**src/rtl/btc_pkg.sv**
```systemverilog
package btc_pkg;

    // Targets and fetch addresses are word aligned: the low bits are implied.
    localparam int WORD_OFS_W = 2;

    // Per-slot action chosen for the coming clock edge.
    typedef enum logic [1:0] {
        OP_HOLD = 2'd0,
        OP_FILL = 2'd1,
        OP_WIPE = 2'd2
    } slot_op_e;

endpackage

```
**src/rtl/btc_parity_gen.sv**
```systemverilog
module btc_parity_gen #(
    parameter int W = 56
) (
    input  logic [W-1:0] data,
    output logic         par
);
    // Even parity: the parity bit makes the total count of ones even.
    always_comb begin
        par = ^data;
    end
endmodule

```
**src/rtl/btc_store.sv**
```systemverilog
module btc_store
    import btc_pkg::*;
#(
    parameter int IDX_W = 4,
    parameter int TAG_W = 26,
    parameter int TGT_W = 30
) (
    input  logic             clk,
    input  logic             rst_n,
    input  logic             wr_en,
    input  logic [IDX_W-1:0] wr_idx,
    input  logic [TAG_W-1:0] wr_tag,
    input  logic [TGT_W-1:0] wr_tgt,
    input  logic             wr_par,
    input  logic             clr_all,
    input  logic             flip_en,
    input  logic [IDX_W-1:0] flip_idx,
    input  logic [IDX_W-1:0] rd_idx,
    output logic             rd_valid,
    output logic             rd_par,
    output logic [TAG_W-1:0] rd_tag,
    output logic [TGT_W-1:0] rd_tgt
);
    localparam int SLOTS = 1 << IDX_W;

    typedef struct packed {
        logic [SLOTS-1:0]            valid;
        logic [SLOTS-1:0]            par;
        logic [SLOTS-1:0][TAG_W-1:0] tag;
        logic [SLOTS-1:0][TGT_W-1:0] tgt;
    } store_t;

    store_t                 st_d, st_q;
    slot_op_e [SLOTS-1:0]   op;
    logic     [SLOTS-1:0]   flip_sel;

    // Per-slot decode: a wipe outranks a fill, and a fill outranks a hold.
    generate
        for (genvar g = 0; g < SLOTS; g++) begin : g_slot
            assign op[g] = clr_all                                ? OP_WIPE :
                           (wr_en && (wr_idx == IDX_W'(g)))       ? OP_FILL :
                                                                    OP_HOLD;
            assign flip_sel[g] = flip_en && (flip_idx == IDX_W'(g));
        end
    endgenerate

    always_comb begin
        st_d = st_q;
        for (int i = 0; i < SLOTS; i++) begin
            case (op[i])
                OP_WIPE: begin
                    st_d.valid[i] = 1'b0;
                end
                OP_FILL: begin
                    st_d.valid[i] = 1'b1;
                    st_d.tag[i]   = wr_tag;
                    st_d.tgt[i]   = wr_tgt;
                    st_d.par[i]   = wr_par;
                end
                default: begin
                end
            endcase
            // A test flip lands on top of whatever parity the slot ends with.
            st_d.par[i] = st_d.par[i] ^ flip_sel[i];
        end
    end

    always_ff @(posedge clk) begin
        if (!rst_n) begin
            st_q <= '0;
        end else begin
            st_q <= st_d;
        end
    end

    // The read reflects state before this edge, so same-cycle writes stay hidden.
    always_comb begin
        rd_valid = st_q.valid[rd_idx];
        rd_par   = st_q.par[rd_idx];
        rd_tag   = st_q.tag[rd_idx];
        rd_tgt   = st_q.tgt[rd_idx];
    end
endmodule

```
**src/rtl/btc_match.sv**
```systemverilog
module btc_match #(
    parameter int TAG_W = 26,
    parameter int TGT_W = 30
) (
    input  logic             ent_valid,
    input  logic             ent_par,
    input  logic [TAG_W-1:0] ent_tag,
    input  logic [TGT_W-1:0] ent_tgt,
    input  logic [TAG_W-1:0] look_tag,
    output logic             hit,
    output logic             par_err
);
    logic tag_eq;

    always_comb begin
        par_err = ^{ent_tag, ent_tgt, ent_par};
        tag_eq  = (ent_tag == look_tag);
        hit     = ent_valid && tag_eq && !par_err;
    end
endmodule

```
**src/rtl/btc_cache.sv**
```systemverilog
module btc_cache #(
    parameter int ADDR_W = 32,
    parameter int IDX_W  = 4
) (
    input  logic                                 clk,
    input  logic                                 rst_n,
    input  logic                                 lk_valid,
    input  logic [ADDR_W-1:btc_pkg::WORD_OFS_W]  lk_addr,
    input  logic                                 upd_valid,
    input  logic [ADDR_W-1:btc_pkg::WORD_OFS_W]  upd_addr,
    input  logic [ADDR_W-1:btc_pkg::WORD_OFS_W]  upd_target,
    input  logic                                 inval_all,
    input  logic                                 inject_valid,
    input  logic [IDX_W-1:0]                     inject_idx,
    output logic                                 lk_done,
    output logic                                 lk_hit,
    output logic [ADDR_W-1:0]                    lk_target
);
    localparam int OFS_W = btc_pkg::WORD_OFS_W;
    localparam int TAG_W = ADDR_W - IDX_W - OFS_W;
    localparam int TGT_W = ADDR_W - OFS_W;

    typedef struct packed {
        logic              done;
        logic              hit;
        logic [ADDR_W-1:0] tgt;
    } res_t;

    res_t res_d, res_q;

    logic [IDX_W-1:0] look_idx, upd_idx;
    logic [TAG_W-1:0] look_tag, upd_tag;
    logic             upd_par;
    logic             rd_valid, rd_par;
    logic [TAG_W-1:0] rd_tag;
    logic [TGT_W-1:0] rd_tgt;
    logic             m_hit, m_par_err;

    always_comb begin
        look_idx = lk_addr[OFS_W +: IDX_W];
        look_tag = lk_addr[ADDR_W-1 -: TAG_W];
        upd_idx  = upd_addr[OFS_W +: IDX_W];
        upd_tag  = upd_addr[ADDR_W-1 -: TAG_W];
    end

    btc_parity_gen #(
        .W (TAG_W + TGT_W)
    ) u_pgen (
        .data ({upd_tag, upd_target}),
        .par  (upd_par)
    );

    btc_store #(
        .IDX_W (IDX_W),
        .TAG_W (TAG_W),
        .TGT_W (TGT_W)
    ) u_store (
        .clk      (clk),
        .rst_n    (rst_n),
        .wr_en    (upd_valid),
        .wr_idx   (upd_idx),
        .wr_tag   (upd_tag),
        .wr_tgt   (upd_target),
        .wr_par   (upd_par),
        .clr_all  (inval_all),
        .flip_en  (inject_valid),
        .flip_idx (inject_idx),
        .rd_idx   (look_idx),
        .rd_valid (rd_valid),
        .rd_par   (rd_par),
        .rd_tag   (rd_tag),
        .rd_tgt   (rd_tgt)
    );

    btc_match #(
        .TAG_W (TAG_W),
        .TGT_W (TGT_W)
    ) u_match (
        .ent_valid (rd_valid),
        .ent_par   (rd_par),
        .ent_tag   (rd_tag),
        .ent_tgt   (rd_tgt),
        .look_tag  (look_tag),
        .hit       (m_hit),
        .par_err   (m_par_err)
    );

    always_comb begin
        res_d      = '0;
        res_d.done = lk_valid;
        res_d.hit  = lk_valid && m_hit && !m_par_err;
        if (res_d.hit) begin
            res_d.tgt = {rd_tgt, {OFS_W{1'b0}}};
        end
    end

    always_ff @(posedge clk) begin
        if (!rst_n) begin
            res_q <= '0;
        end else begin
            res_q <= res_d;
        end
    end

    always_comb begin
        lk_done   = res_q.done;
        lk_hit    = res_q.hit;
        lk_target = res_q.tgt;
    end
endmodule

```
**config.mk**
```make
export PLATFORM = sky130hd
export DESIGN_NAME = btc_cache
export DESIGN_NICKNAME = d
export VERILOG_FILES = /design/src/rtl/btc_pkg.sv /design/src/rtl/btc_parity_gen.sv /design/src/rtl/btc_store.sv /design/src/rtl/btc_match.sv /design/src/rtl/btc_cache.sv
export SDC_FILE = /design/constraint.sdc
export NUM_CORES = 2
export LEC_CHECK = 0
export BUFFER_PORTS_ARGS = -buffer_cell sky130_fd_sc_hd__buf_2
export CAP_MARGIN = 0
export CORE_ASPECT_RATIO = 2
export CORE_MARGIN = 4
export CORE_UTILIZATION = 50
export CTS_CLUSTER_DIAMETER = 40
export DETAILED_ROUTE_END_ITERATION = 7
export PLACE_DENSITY_LB_ADDON = 0.25
export SYNTH_ARGS = -nofsm -noshare
export SYNTH_HDL_FRONTEND = slang
export SYNTH_SLANG_ARGS = --single-unit
```
**constraint.sdc**
```tcl
create_clock -name clk -period 4.2 [get_ports clk]
set_input_delay 0.84 -clock clk [delete_from_list [all_inputs] [get_ports clk]]
set_output_delay 0.84 -clock clk [all_outputs]
set_load 0.05 [all_outputs]
```
* Yosys cells after proc, flatten, opt, wreduce, memory -nomap -nowiden *
Index checks and enable logic that the tools add are counted.

cells by class
  magnitude comparators = 1
  equal/unequal tests = 63
  multiplexer cells = 72
  bitwise logic cells = 16
  reductions and logical operators = 58

operator list
  operator              count
  $bmux W30 S4          1
  $bmux W26 S4          1
  $eq A4 B4 Y1 const B  16
  $reduce_xor A57 Y1    1
  $reduce_xor A56 Y1    1
  $logic_and A1 B1 Y1   36
  $mux W1               34
  $eq A2 B1 Y1 const B  16
  $eq A2 B2 Y1 const B  16
  $eq A4 B3 Y1 const B  8
  $mux W2               16
  $pmux W1 S2           16
  $reduce_bool A2 Y1    16
  $mux W30              1
  $eq A26 B26 Y1        1
  $mux W26              1
  $eq A4 B2 Y1 const B  4
  $xor A1 B1 Y1         16
  $bmux W1 S4           2
  $eq A4 B1 Y1 const B  2
  $logic_not A4 Y1      2
  $lt A4 B5 Y1 const B  1
  $reduce_and A2 Y1     1
  $logic_not A1 Y1      1

word-level totals
  register bits = 962
  input port bits = 100
  output and inout bits = 34
  word-level logic and storage cells = 263

* Depth between registers and ports, before layout *
  depth after elaboration = 8
  depth in mapped cells = 18
  gate-level depth less buffers = 9

* By module *
From an unflattened synthesis, not the netlist that was laid out.

unflattened totals
  cells, all modules = 4931
  area, all modules = 41961.5 um^2

by module, submodules not included
  module          instances  cells each  area an instance (um^2)  seq. area each (um^2)
  btc_store       1          4719        39746.9                  18577.8
  btc_cache       1          70          913.4                    640.6
  btc_match       1          89          809.5                    0.0
  btc_parity_gen  1          53          491.7                    0.0

* Least setup slack after synthesis *
Ideal clock, no wire load.

  kind = input to register
  from = input port lk_addr[2] in the netlist's numbering
  to = register res_q (netlist bit lk_target[2])
  data arrival time = 4.228 ns
  path slack = -0.143 ns
  cell stages on the path = 15
  cells stage by stage = buf_6 > buf_6 > buf_6 > buf_6 > buf_6 > buf_4 > mux4_2 > mux4_2 > xnor2_1 > xnor2_1 > xnor2_1 > xnor2_1 > xnor3_2 > buf_6 > and3_1

between the ends
  longest elaborated chain between the ends = 8
  elaborated cells between the ends (all ways) = 16
  those cells by class = eq/ne: 1; mux: 8; reduce/logical: 7

RTL lines
  element                                                  line                              RTL
  start: declaration                                       btc_cache.sv:8                    input logic [ADDR_W-1:btc_pkg::WORD_OFS_W] lk_addr,
  $bmux W1 S4 (tied with other cells)                      btc_store.sv:79                   rd_par = st_q.par[rd_idx];
  $mux W1 (not written as such) (tied with other cells)    btc_store.sv:79
  $reduce_xor A57 Y1 or $eq A26 B26 Y1 (tied branches)     btc_match.sv:16, btc_match.sv:17
  $logic_not A1 Y1 or $logic_and A1 B1 Y1 (tied branches)  btc_match.sv:18, btc_cache.sv:91
  $logic_and A1 B1 Y1                                      btc_match.sv:18                   hit = ent_valid && tag_eq && !par_err;
  $logic_and A1 B1 Y1 (2 in a row)                         btc_cache.sv:91                   res_d.hit = lk_valid && m_hit && !m_par_err;
  $reduce_and A2 Y1 (no line)                              n/a
  end signal: assignment                                   btc_cache.sv:101                  res_q <= res_d;
  end: declaration                                         btc_cache.sv:29                   res_t res_d, res_q;

Parallel ways exist; a longest one is shown, timed or not. The select of a mux whose other input is x is not followed.
A chain may end at the register's enable or synchronous reset.

* Worst setup path after layout *
  from = input port lk_addr[2] in the netlist's numbering
  to = register res_q (netlist bit lk_target[3])

The elaborated chain is that of the path after synthesis.

==> results.sh <==
export IMPL_status="finished clean"
export IMPL_min_period_ps=4150
export IMPL_cts_max_level=3
export IMPL_dr_first_iter_drc_count=3681
export IMPL_portBuffers=131
export IMPL_postCtsSetupRepairBufs=0
export IMPL_final_common_cell="nand2_1"
export IMPL_slew_headroom_pct=35.4
export IMPL_synth_area_mux_share_pct=13.5
export IMPL_finalClockSkew_ps=23.0
export IMPL_critPathMaxFanout=31
export IMPL_yosys_cell_types_count=46
export IMPL_tritoncts="built"
export IMPL_synth_seq_cells=960
export IMPL_fmax_mhz=241
export IMPL_clockBufferDepth=3
export IMPL_antenna_found_initial=14
export IMPL_synth_compound_area_share_pct=17.0
export IMPL_syn_inst=4857
export IMPL_die_y_um=427
export IMPL_synth_fa_ha_area_share_pct=0
export IMPL_hold_violations=0
export IMPL_yosysWarnings=0
export IMPL_fillers=7575
export IMPL_final_cell_mix="nand2_1 (1837), dfxtp_1 (960), a21boi_0 (896)"
export IMPL_gr_total_overflow=0
export IMPL_synth_avg_cell_area_um2=9.03
export IMPL_worstSetupEndpointType="flop"
export IMPL_numClockSinks=960
export IMPL_path_buf_inv=4
export IMPL_synth_top_family_by_area="simple AND/OR/NAND/NOR gates"
export IMPL_synth_top_flop_cell="dfxtp_1"
export IMPL_worst_r2r_setup_slack_ps=350
export IMPL_avgViaCountPerCell=5.94
export IMPL_period_share_pct=98.9
export IMPL_synthXorXnorAreaFrac_pct=3.15
export IMPL_postPlaceCellArea_um2=46500
export IMPL_route_final_wire_length_mm=155
export IMPL_synthArstFlopShare_pct=0
export IMPL_worst_ep_arrival_time_ps=4740
export IMPL_grt_pass1_vias=35100
export IMPL_place_gp_congestion=0.872
export IMPL_clk_pin_slew_worst_paths_ps=60
export IMPL_cp_depth=13
export IMPL_cp_top_family="XOR/XNOR gates"
export IMPL_setup_tns_ps=0
export IMPL_maxCapViolCount=0
export IMPL_wl_per_cell_um=25.5
export IMPL_worstPathRequired_ps=4790
export IMPL_p_leak_nw=17.2
export IMPL_drive_above_1_share_pct=16.4
export IMPL_area_delta_synth_final_pct=13.9
export IMPL_dp_hpwl_mm=93.2
export IMPL_slowest_stage="mux4_2"
export IMPL_grt_start_max_net_pins=211
export IMPL_ff2ff_path_depth=11
export IMPL_startpoint="lk_addr[2]"
export IMPL_p_per_area_nw_per_um2=409
export IMPL_drc=0
export IMPL_path_cells="buf_8 > buf_12 > mux4_2 > a22o_1 > a221oi_2 > xnor2_1 > buf_4 > xnor2_1 > xor3_1 > xnor3_1 > xnor3_2 > buf_12 > and3_1"
export IMPL_clk_latency_ps=700
export IMPL_rsz0062_at_grt="false"
export IMPL_worstSetupPathType="primary input to flop"
export IMPL_worst_pin_slew_ps=969
export IMPL_nNetsFinal=4923
export IMPL_mappedNetlistArea_um2=43900
export IMPL_rows=153
export IMPL_cp_endpoint="lk_target[3]"
export IMPL_first_pass_iters=6
export IMPL_setup_violations=0
export IMPL_vias=36100
export IMPL_slew_viol_final=0
export IMPL_slowest_delay_ps=490
export IMPL_startpoint_type="primary input"
export IMPL_core_region_area_um2=86900
export IMPL_fin_util_pct=57.5
export IMPL_initial_core_util_pct=50.5
export IMPL_synth_simple_area_share_pct=17.6
export IMPL_ir_drop_mv=0.342
export IMPL_numCtsBuffers=94
export IMPL_grt_use_total_pct=32.5
export IMPL_grt_pass1_wl_mm=226
export IMPL_r2r_end="lk_target[3]"
export IMPL_min_path_type="flop to flop"
export IMPL_die_w_um=217
export IMPL_die_area_um2=92800
export IMPL_post_route_cell_area_um2=50000
export IMPL_hold_slack_ps=462
export IMPL_antenna_left=0
export IMPL_rr_startpoint="u_store.st_q[874]"
export IMPL_root_buffer="clkbuf_16"
export IMPL_synth_edff_count=0
export IMPL_pin_count=134
export IMPL_seq_area_frac_synth_pct=43.8
through the flow:
stage / power [mW] / std cells / worst slack, ps
floorplan: 10.6 / 4858 / -4.79
global placement: 11.2 / 5888 / -678
detailed placement: 11.2 / 5888 / -783
CTS: 20.5 / 6064 / 53.1
global route: 20.9 / 6069 / 2.77
finish: 20.4 / 6075 / 48.0
cell type report:
type / instances / area, um^2 / area share, %
multi-input cells: 3405 / 22800 / 45.6
flip-flops and latches: 960 / 19200 / 38.5
repair buffers: 361 / 3080 / 6.17
clock buffers: 118 / 2590 / 5.19
well taps: 1162 / 1450 / 2.91
clock inverters: 58 / 806 / 1.61
diodes: 10 / 25.0 / 0.0501
inverters: 1 / 3.75 / 0.00751
timing repair:
action / 4_1_cts / 5_1_grt
hold buffers: 0 / 0
resized for setup: 1 / 3
cloned: 0 / 1
setup endpoints to repair: 25 / 31
routing by layer:
layer / GRT usage [%] / vias up / share of wire, %
li1: - / 16200 / -
met1: 36.8 / 17500 / 35
met2: 56.3 / 1794 / 49
met3: 4.89 / 588 / 7.2
met4: 22.0 / 8 / 8.0
met5: 0 / - / 0.031
sequential cells by signal, summed over array words and instances (netlist names):
| signal | cells |
|---|---|
| lk_target | 30 |
| lk_hit | 1 |
| lk_done | 1 |
| u_store.st_q | 928 |
synthesized netlist by cell type, drive strengths merged (2+ instances only):
library cell	count	area share (%)
a21boi	896	15
a21oi	16	0.18
a221oi	7	0.20
a22o	5	0.10
a22oi	43	0.74
a31oi	6	0.086
and2	24	0.34
and3	27	0.39
and3b	6	0.12
buf	114	1.6
clkbuf	378	3.2
dfxtp	960	44
mux2i	8	0.18
mux4	255	13
nand2	1852	16
nand2b	4	0.057
nand3	5	0.057
nand3b	2	0.034
nand4	4	0.057
nor2	45	0.39
nor2b	13	0.19
nor3	4	0.046
nor4	5	0.071
o21a	8	0.14
o21ai	17	0.19
xnor2	92	1.8
xnor3	7	0.36
xor2	45	0.90
worst min path at each step:
| stage | start | endpoint | slack (ps) | depth (start not counted) |
|---|---|---|---|---|
| 6_report | u_store.st_q[646] | u_store.st_q[646] | 460 | 2 |
| 5_1_grt | u_store.st_q[854] | u_store.st_q[854] | 480 | 2 |
| 4_1_cts | u_store.st_q[26] | u_store.st_q[26] | 460 | 2 |
| 3_5_place_dp | u_store.st_q[26] | u_store.st_q[26] | 450 | 2 |
| 3_3_place_gp | u_store.st_q[921] | u_store.st_q[921] | 440 | 2 |
| 2_1_floorplan | u_store.st_q[914] | u_store.st_q[914] | 430 | 2 |
tightest hold or removal path, cell delays in order, from the launching register on:
cell      delay [ps]
dfxtp_1          310
nand2_1           40
a21boi_0          60
cell families after synthesis:
group	count (synthesis)
buffers and inverters	493
muxes	263
AOI/OAI and AO/OA	1001
and+or+nand+nor	1994
other	1
DFF	960
xor gates and xnor gates	145
power by group:
group | switching [mW] | internal (mW) | total [mW]
logic | 1.14 | 0.702 | 1.84
clock network | 4.03 | 5.34 | 9.37
registers | 0.0418 | 9.17 | 9.22
Power figures use the tool's default switching activity.
